## src/rtl/psu_status_pkg.sv

```systemverilog
package psu_status_pkg;
  localparam int unsigned NUM_COND = 9;
  localparam int unsigned SEL_W    = 2;

  typedef enum logic [SEL_W-1:0] {
    SEL_LIVE   = 2'd0,
    SEL_STICKY = 2'd1,
    SEL_MASK   = 2'd2,
    SEL_FAULT  = 2'd3
  } reg_sel_e;
endpackage

```

## src/rtl/psu_status_sampler.sv

```systemverilog
module psu_status_sampler #(
  parameter int unsigned W = 9
) (
  input  logic         clk,
  input  logic         rst,
  input  logic [W-1:0] cond_i,
  output logic [W-1:0] status_o,
  output logic [W-1:0] rise_o
);
  logic [W-1:0] status_q;

  always_ff @(posedge clk) begin
    status_q <= cond_i;
  end

  // a rise is judged on the sample that is about to be taken; reset masks it
  assign rise_o   = rst ? '0 : (cond_i & ~status_q);
  assign status_o = status_q;
endmodule

```

## src/rtl/psu_sticky_reg.sv

```systemverilog
module psu_sticky_reg #(
  parameter int unsigned W = 9
) (
  input  logic         clk,
  input  logic         rst,
  input  logic [W-1:0] cond_i,
  input  logic         rd_clr_i,
  output logic [W-1:0] sticky_o
);
  logic [W-1:0] sticky_q;

  for (genvar b = 0; b < W; b++) begin : g_bit
    always_ff @(posedge clk) begin
      if (rst || rd_clr_i) begin
        sticky_q[b] <= cond_i[b];
      end else begin
        sticky_q[b] <= sticky_q[b] | cond_i[b];
      end
    end
  end

  assign sticky_o = sticky_q;
endmodule

```

## src/rtl/psu_fault_reg.sv

```systemverilog
module psu_fault_reg #(
  parameter int unsigned W = 9
) (
  input  logic         clk,
  input  logic         rst,
  input  logic [W-1:0] rise_i,
  input  logic         wr_mask_i,
  input  logic [W-1:0] wdata_i,
  input  logic         rd_clr_i,
  output logic [W-1:0] mask_o,
  output logic [W-1:0] fault_o,
  output logic         fault_any_o
);
  logic [W-1:0] mask_q;
  logic [W-1:0] fault_q;
  logic [W-1:0] fault_d;
  logic         any_q;

  always_comb begin
    fault_d = (rd_clr_i ? '0 : fault_q) | (rise_i & mask_q);
  end

  always_ff @(posedge clk) begin
    if (rst) begin
      mask_q  <= '0;
      fault_q <= '0;
      any_q   <= 1'b0;
    end else begin
      if (wr_mask_i) begin
        mask_q <= wdata_i;
      end
      fault_q <= fault_d;
      any_q   <= |fault_d;
    end
  end

  assign mask_o      = mask_q;
  assign fault_o     = fault_q;
  assign fault_any_o = any_q;
endmodule

```

## src/rtl/psu_read_port.sv

```systemverilog
module psu_read_port
  import psu_status_pkg::*;
#(
  parameter int unsigned W = 9
) (
  input  logic         clk,
  input  logic         rst,
  input  logic         rd_i,
  input  reg_sel_e     sel_i,
  input  logic [W-1:0] status_i,
  input  logic [W-1:0] sticky_i,
  input  logic [W-1:0] mask_i,
  input  logic [W-1:0] fault_i,
  output logic [W-1:0] rdata_o,
  output logic         rvalid_o
);
  logic [W-1:0] pick;
  logic [W-1:0] rdata_q;
  logic         rvalid_q;

  always_comb begin
    unique case (sel_i)
      SEL_LIVE:   pick = status_i;
      SEL_STICKY: pick = sticky_i;
      SEL_MASK:   pick = mask_i;
      default:    pick = fault_i;
    endcase
  end

  always_ff @(posedge clk) begin
    if (rst) begin
      rdata_q  <= '0;
      rvalid_q <= 1'b0;
    end else begin
      rvalid_q <= rd_i;
      if (rd_i) begin
        rdata_q <= pick;
      end
    end
  end

  assign rdata_o  = rdata_q;
  assign rvalid_o = rvalid_q;
endmodule

```

## src/rtl/psu_status_bank.sv

```systemverilog
module psu_status_bank
  import psu_status_pkg::*;
#(
  parameter int unsigned W = NUM_COND
) (
  input  logic             clk,
  input  logic             rst,
  input  logic [W-1:0]     cond_i,
  input  logic             host_rd_i,
  input  logic             host_wr_i,
  input  logic [SEL_W-1:0] host_addr_i,
  input  logic [W-1:0]     host_wdata_i,
  output logic [W-1:0]     host_rdata_o,
  output logic             host_rvalid_o,
  output logic             fault_any_o
);
  reg_sel_e     sel;
  logic [W-1:0] status_q;
  logic [W-1:0] rise;
  logic [W-1:0] acc_q;
  logic [W-1:0] mask_q;
  logic [W-1:0] fault_q;
  logic         rd_sticky;
  logic         rd_fault;
  logic         wr_mask;

  assign sel       = reg_sel_e'(host_addr_i);
  assign rd_sticky = host_rd_i && (sel == SEL_STICKY);
  assign rd_fault  = host_rd_i && (sel == SEL_FAULT);
  assign wr_mask   = host_wr_i && (sel == SEL_MASK);

  psu_status_sampler #(.W(W)) u_sampler (
    .clk      (clk),
    .rst      (rst),
    .cond_i   (cond_i),
    .status_o (status_q),
    .rise_o   (rise)
  );

  psu_sticky_reg #(.W(W)) u_sticky (
    .clk      (clk),
    .rst      (rst),
    .cond_i   (cond_i),
    .rd_clr_i (rd_sticky),
    .sticky_o (acc_q)
  );

  psu_fault_reg #(.W(W)) u_fault (
    .clk         (clk),
    .rst         (rst),
    .rise_i      (rise),
    .wr_mask_i   (wr_mask),
    .wdata_i     (host_wdata_i),
    .rd_clr_i    (rd_fault),
    .mask_o      (mask_q),
    .fault_o     (fault_q),
    .fault_any_o (fault_any_o)
  );

  psu_read_port #(.W(W)) u_rport (
    .clk      (clk),
    .rst      (rst),
    .rd_i     (host_rd_i),
    .sel_i    (sel),
    .status_i (status_q),
    .sticky_i (acc_q),
    .mask_i   (mask_q),
    .fault_i  (fault_q),
    .rdata_o  (host_rdata_o),
    .rvalid_o (host_rvalid_o)
  );
endmodule

```

## config.mk

```make
export PLATFORM = sky130hd
export DESIGN_NAME = psu_status_bank
export DESIGN_NICKNAME = d
export VERILOG_FILES = /design/src/rtl/psu_status_pkg.sv /design/src/rtl/psu_status_sampler.sv /design/src/rtl/psu_sticky_reg.sv /design/src/rtl/psu_fault_reg.sv /design/src/rtl/psu_read_port.sv /design/src/rtl/psu_status_bank.sv
export SDC_FILE = /design/constraint.sdc
export NUM_CORES = 1
export LEC_CHECK = 0
export BUFFER_PORTS_ARGS = -buffer_cell sky130_fd_sc_hd__buf_2
export CAP_MARGIN = 20
export CORE_MARGIN = 2
export CORE_UTILIZATION = 48
export CTS_CLUSTER_DIAMETER = 50
export CTS_CLUSTER_SIZE = 20
export DETAILED_ROUTE_END_ITERATION = 8
export GPL_TIMING_DRIVEN = 0
export PLACE_DENSITY = 0.74
export SYNTH_ARGS = -nofsm -noshare
export SYNTH_HDL_FRONTEND = slang
export SYNTH_SLANG_ARGS = --single-unit
```

## constraint.sdc

```tcl
create_clock -name clk -period 1.8 [get_ports clk]
set_input_delay 0.54 -clock clk [delete_from_list [all_inputs] [get_ports clk]]
set_output_delay 0.54 -clock clk [all_outputs]
set_load 0.1 [all_outputs]
```

# After elaboration in Yosys (flattened, before gate mapping)

Index checks and enable logic that the tools add are counted.
W data, S select, Z words.

Bits in writable memories: 0
Input port bits: 24
Register bits: 47
Bits in read-only memories: 0
Output and inout bits: 11
Memories: 0
Latch bits: 0

Div/mod/pow operators: 0
Shift-type cells: 0
Add/subtract/negate cells: 0
Multiply operators: 0
Reductions and logical operators: 6
Equality and inequality tests: 3
Bitwise logic cells: 13
Mux-type cells: 12
Order comparisons: 0

Operator list:

| kind                 | count |
|---|---|
| $pmux W9 S3          | 1 |
| $and A9 B9 Y9        | 2 |
| $mux W9              | 2 |
| $mux W1              | 9 |
| $not A9 Y9           | 1 |
| $or A1 B1 Y1         | 9 |
| $or A9 B9 Y9         | 1 |
| $reduce_or A9 Y1     | 1 |
| $eq A2 B2 Y1 const B | 2 |
| $logic_and A1 B1 Y1  | 3 |
| $eq A2 B1 Y1 const B | 1 |
| $logic_not A2 Y1     | 1 |
| $logic_or A1 B1 Y1   | 1 |

# Depth between registers and ports, before layout

Gate-level depths: netlist (run 1).

Depth in word-level cells: 6
Mapped depth: 5

# By module

Synthesis (run 1) repeated with hierarchy kept, for this count alone.

Cell total of the unflattened synthesis: 170
Area total of the unflattened synthesis: 1913.1 µm²

By module, submodules not included:

| module             | times used | area an instance (µm²) | cells an instance |
|---|---|---|---|
| psu_fault_reg      | 1          | 718.2                  | 75 |
| psu_read_port      | 1          | 606.8                  | 54 |
| psu_status_sampler | 1          | 304.0                  | 19 |
| psu_sticky_reg     | 1          | 259.0                  | 19 |
| psu_status_bank    | 1          | 25.0                   | 3 |

# Least setup slack after synthesis (run 1)

No wires, ideal clock.

Kind: input to register
Start point: input port rst
End point: register u_fault.any_q (netlist: u_fault.fault_any_o)
Data required time: 1.675 ns
Stages on the path: 3
Setup time: 0.125 ns
Slack: 0.039 ns
Data arrival time: 1.636 ns
Cell sequence: and4bb_2 -> or4_1 -> o41a_1

Word-level cells in the longest chain between the ends: 4

RTL lines:

| what                 | line                     | text |
|---|---|---|
| start, declared      | psu_status_bank.sv:7     | `input logic rst,` |
| $mux W9              | psu_status_sampler.sv:17 | `assign rise_o = rst ? '0 : (cond_i & ~status_q);` |
| $and A9 B9 Y9        | psu_fault_reg.sv:20      | `fault_d = (rd_clr_i ? '0 : fault_q) \| (rise_i & mask_q);` |
| $or A9 B9 Y9         | psu_fault_reg.sv:20      |  |
| $reduce_or A9 Y1     | psu_fault_reg.sv:33      | `any_q <= \|fault_d;` |
| end signal, assigned | psu_fault_reg.sv:33      |  |
| end, declared        | psu_fault_reg.sv:17      | `logic any_q;` |

Parallel ways exist; a longest one is shown, timed or not.
A chain may end at the register's enable or synchronous reset.

# Worst setup path after layout (run 1)

Same ends and word-level chain as after synthesis.

==> results of run 1 <==
cell families (layout without fill, tap and decap cells):
logic type	count (synthesis)	in the layout	synth area share [%]
compound gates	27	27	10.19
buf+inv	10	51	2.350
flops	47	47	53.56
mux	25	25	19.37
simple gates	43	43	14.53
how the worst min path moves through the flow:
stage,startpoint,to,slack [ps]
3_5_place_dp,u_sticky.sticky_o[6],u_sticky.sticky_o[6],440
2_1_floorplan,u_sticky.sticky_o[2],u_sticky.sticky_o[2],420
5_1_grt,cond_i[5],u_sampler.status_o[5],280
3_3_place_gp,u_sticky.sticky_o[8],u_sticky.sticky_o[8],430
4_1_cts,cond_i[7],u_sampler.status_o[7],290
6_report,cond_i[7],u_sampler.status_o[7],300
cell usage after synthesis (all sizes together):
cell type / count
and4bb: 6
nor2: 26
a211oi: 2
a31oi: 1
a21boi: 1
o21ai: 2
dfxtp: 47
a31o: 1
a21oi: 8
mux4: 7
nand3: 1
mux2: 2
o41a: 1
a21o: 9
clkbuf: 3
o22ai: 2
or4: 2
nand2b: 1
inv: 2
nor4bb: 3
buf: 5
nor4: 2
nor2b: 1
mux2i: 16
nand3b: 1
cell usage in the layout, fill, tap and decap left out, types with 3 or more instances in the layout:
cell / Yosys / layout
dfxtp_1: 47 / 47
buf_2: 3 / 37
nor2_1: 26 / 26
mux2i_1: 16 / 16
a21o_1: 9 / 9
a21oi_1: 8 / 8
mux4_2: 7 / 7
and4bb_2: 5 / 5
clkbuf_4: 0 / 5
clkbuf_1: 3 / 4
nor4bb_1: 3 / 3
metrics by stage:
step / total power [mW] / setup slack [ps]
4_1_cts: 2.017 / 91.52
3_5_place_dp: 1.431 / -264.5
6_report: 2.001 / 100.5
3_3_place_gp: 1.421 / -246.1
2_1_floorplan: 1.349 / 38.67
5_1_grt: 2.092 / 47.22
layout make-up:
type / count / share of cell area, %
Buffer: 8 / 1.643
Clock buffer: 6 / 2.009
Clock inverter: 1 / 1.461
Inverter: 2 / 0.3652
Multi-Input combinational cell: 95 / 37.68
Sequential cell: 47 / 45.77
Tap cell: 46 / 2.800
Timing Repair Buffer: 34 / 8.278
worst max-delay path, cell delays in order:
cell,delay [ps]
buf_2,190
clkbuf_1,400
inv_1,170
a31o_2,270
o41a_1,370
where the power goes:
part           leakage [nW]  internal [mW]  switching, mW  total, mW
Clock                0.0383          0.287          0.307      0.594
Sequential            0.388           1.09         0.0258       1.12
Combinational         0.538         0.0974          0.194      0.292
state kept, by name, summed over array words and instances, names as in the netlist:
name / flops
u_fault.fault_any_o: 1
u_fault.fault_o: 9
u_fault.mask_o: 9
u_rport.rdata_o: 9
u_rport.rvalid_o: 1
u_sampler.status_o: 9
u_sticky.sticky_o: 9
metal layers:
layer | global-route usage [%] | part of all wire [%] | up-vias
li1 | - | - | 634
met1 | 24.38 | 45 | 616
met2 | 31.25 | 47 | 40
met3 | 5.382 | 5.8 | 9
met4 | 7.447 | 2.1 | 0
met5 | 0 | 0 | -
==> results.json, run 1 <==
{
  "grt_pass1_vias": 1304,
  "grt_max_degree": 14,
  "period_share_pct": 94.41,
  "yosysSeqAreaShare_pct": 53.56,
  "syn_nets": 176,
  "dieHeight_um": 64.50,
  "status": "completed",
  "vias_per_cell": 5.435,
  "fin_skew_ps": 6.452,
  "area_delta_synth_final_pct": 17.02,
  "worstSkewPairLatency_ps": 350,
  "antenna_found_initial": 0,
  "clk_pin_slew_ps": 120,
  "dp_hpwl_um": 2739,
  "cts.htree.levels": 2,
  "layout-drive-gt1-share_pct": 30.05,
  "end_kind": "flip-flop",
  "grt_pass1_wl_um": 6030,
  "hold_path.class": "in2reg",
  "pin_count": 35,
  "synth-seq-cells": 47,
  "netlist_instances": 152,
  "core_um2": 3416,
  "fin_hold_ws_ps": 303.7,
  "multi_input_area_um2": 774.5,
  "worstMarginPinSlew_ps": 973.0,
  "post_cts_buffers": 0,
  "rsz0062_at_grt": "no",
  "drc_errors": 0,
  "cts.sinks": 47,
  "report.final.slew_viol_count": 0,
  "r2r_cells": 3,
  "p_per_area_nw_per_um2": 973.2,
  "vdd_ir_drop_max_mv": 0.4611,
  "synth_area_leaders": "dfxtp_1, mux2i_1, mux4_2",
  "fillers": 280,
  "placedCellCount": 232,
  "grt.overflow.total": 0,
  "first_pass_iters": 4,
  "hold_depth": 1,
  "post_synth_instance_area_um2": 1757,
  "cp-start-kind": "input port",
  "cts_hold_buf": 0,
  "clock_path_buffers": 2,
  "dr.first_iter.drc_count": 77,
  "syn_avg_cell_area_um2": 11.56,
  "dpl_cell_area_um2": 1984,
  "r2r-start": "u_sampler.status_o[5]",
  "synth_cell_types": 27,
  "cts_tree": "yes",
  "cts.repair.resized": 0,
  "die_x_um": 64.50,
  "synth_top_cell_area_share_pct": 53.56,
  "fin_util_pct": 60.18,
  "hold_viol": 0,
  "crit_start": "rst",
  "portBuffers": 34,
  "setup_viol": 0,
  "cts_buffers": 5,
  "wl_per_cell_um": 15.31,
  "ys_warn_count": 0,
  "num_rows": 21,
  "cp.required_ps": 2040,
  "drt-total-wl_um": 3660,
  "r2r_setup_slack_ps": 140,
  "min_period_ps": 1699,
  "relSlewSlack_pct": 34.83,
  "r2r-end": "u_fault.fault_any_o",
  "final-seq-area_um2": 940.9,
  "p_leak_nw": 0.9641,
  "cp_max_fo": 10,
  "antenna_cells": 0,
  "final_nets": 217,
  "gp_congestion": 0.8049,
  "design_area_um2": 2056,
  "antenna_left": 0,
  "fp.dieArea_um2": 4160,
  "final_cells": 239,
  "cts-root-buf": "clkbuf_4",
  "start_util_pct": 51.43,
  "vias": 1299,
  "maxCapViolCount": 0,
  "yosys.area.top_type": "dfxtp_1",
  "cp-endpoint": "u_fault.fault_any_o",
  "crit_type": "in2reg",
  "max_freq_ghz": 0.5884,
  "tns_ps": 0,
  "cp_data_arrival_time_ps": 1940,
  "grt_usage_pct": 19.23
}
Power figures use the tool's default switching activity.
==> run 2, diff against run 1 <==
Settings changed: CORE_UTILIZATION 48 to 57, PLACE_DENSITY 0.74 to 0.82, RECOVER_POWER set to 50.
Clock period 1.8 ns to 2 ns, I/O delays scaled along.
==> run 2 against run 1 <==
  * Critical path depth is the same
  * Wire length shrank 0.36%
  * Largest cell class unchanged
  * Sequential share of layout area grew 0.71 points
  * First-iteration DRC count shrank 57%
  * Combinational power shrank 11%
  * Design area shrank 1.5%
  * Flip-flop and latch count is the same
==> results.json, run 2 (synthesized netlist as in run 1, its figures left out) <==
{
  "report.final.slew_viol_count": 0,
  "mostFrequentLayoutCell": "dfxtp_1",
  "cp.required_ps": 2300,
  "grt_pass1_wl_um": 6113,
  "min_period_ps": 1800,
  "pre_cts_ws_ps": -120.9,
  "drc_errors": 0,
  "maxCapViolCount": 0,
  "status": "completed",
  "vias": 1338,
  "worstSkewPairLatency_ps": 350,
  "final_cell_mix": "dfxtp_1, buf_2, nor2_1",
  "hold_path.class": "in2reg",
  "hold_viol": 0,
  "final_cells": 227,
  "setup_viol": 0,
  "grt_usage_pct": 23.97,
  "cts.repair.resized": 0,
  "end_kind": "flip-flop",
  "drt-total-wl_um": 3647,
  "first_pass_iters": 4,
  "final_nets": 217,
  "post_cts_buffers": 0,
  "p_leak_nw": 0.9379,
  "clock_path_buffers": 2,
  "start_util_pct": 58.50,
  "fin_hold_ws_ps": 381.1,
  "antenna_cells": 0,
  "cts.sinks": 47,
  "gp_congestion": 0.8345,
  "tns_ps": 0,
  "cp-start-kind": "input port",
  "dpl_cell_area_um2": 1968,
  "placedCellCount": 219,
  "cts_buffers": 5,
  "cp_max_fo": 10,
  "p_per_area_nw_per_um2": 863.0,
  "cts.htree.levels": 2,
  "dp_hpwl_um": 2636,
  "vdd_ir_drop_max_mv": 0.4824,
  "dieHeight_um": 59.52,
  "fp.dieArea_um2": 3542,
  "hp-start": "cond_i[0]",
  "dr.first_iter.drc_count": 33,
  "cp_data_arrival_time_ps": 2100,
  "design_area_um2": 2024,
  "fin_ws_ps": 200.2,
  "cts_tree": "yes",
  "grt_max_degree": 14,
  "grt_pass1_vias": 1322,
  "grt.overflow.total": 0,
  "vias_per_cell": 5.894,
  "period_share_pct": 89.99,
  "rsz0062_at_grt": "no",
  "finalPower_mw": 1.747,
  "worstMarginPinSlew_ps": 1021,
  "fin_skew_ps": 5.951,
  "r2r-start": "u_sampler.status_o[5]",
  "max_freq_ghz": 0.5556,
  "num_rows": 20,
  "wl_per_cell_um": 16.07,
  "core_um2": 3003,
  "fin_util_pct": 67.42,
  "relSlewSlack_pct": 31.64,
  "pin_count": 35,
  "clk_pin_slew_ps": 130,
  "cts-root-buf": "clkbuf_4",
  "die_x_um": 59.52,
  "crit_start": "host_addr_i[1]",
  "cts_hold_buf": 0,
  "antenna_left": 0,
  "layout-drive-gt1-share_pct": 24.74,
  "crit_type": "in2reg",
  "area_delta_synth_final_pct": 15.24,
  "portBuffers": 34,
  "antenna_found_initial": 0
}
run 2: path summary, 6_finish.rpt:
kind	endpoint	slack [ps]	cells after the start
hold reg to reg	u_sticky.sticky_o[3]	470	1
setup / recovery	u_sticky.sticky_o[8]	200	5
setup reg to reg	u_fault.fault_any_o	390	3
hold / removal	u_sampler.status_o[0]	380	1
run 2: critical path, stage by stage:
cell and delay (ps):
buf_2 110, buf_2 260, inv_1 80, a31oi_1 820
a21o_1 220
run 2: layout make-up:
class	count	area, um^2
multi-input cells	95	774.5
inverters	2	7.507
well taps	33	41.29
flip-flops and latches	47	940.9
plain buffers	8	33.78
fillers	246	978.4
repair buffers	34	157.7
clock buffers	8	68.82
run 2: where the power goes:
part	switching, mW	internal, mW	leakage, nW
clock network	0.277	0.207	0.0386
logic	0.175	0.0845	0.512
registers	0.0225	0.980	0.388
total	0.475	1.27	0.938
run 2: layer usage:
metal / wire length, um / GRT usage, %
met5: 0 / 0
met4: 66 / 11.43
met3: 241 / 5.459
met2: 1816 / 40.03
met1: 1522 / 29.15
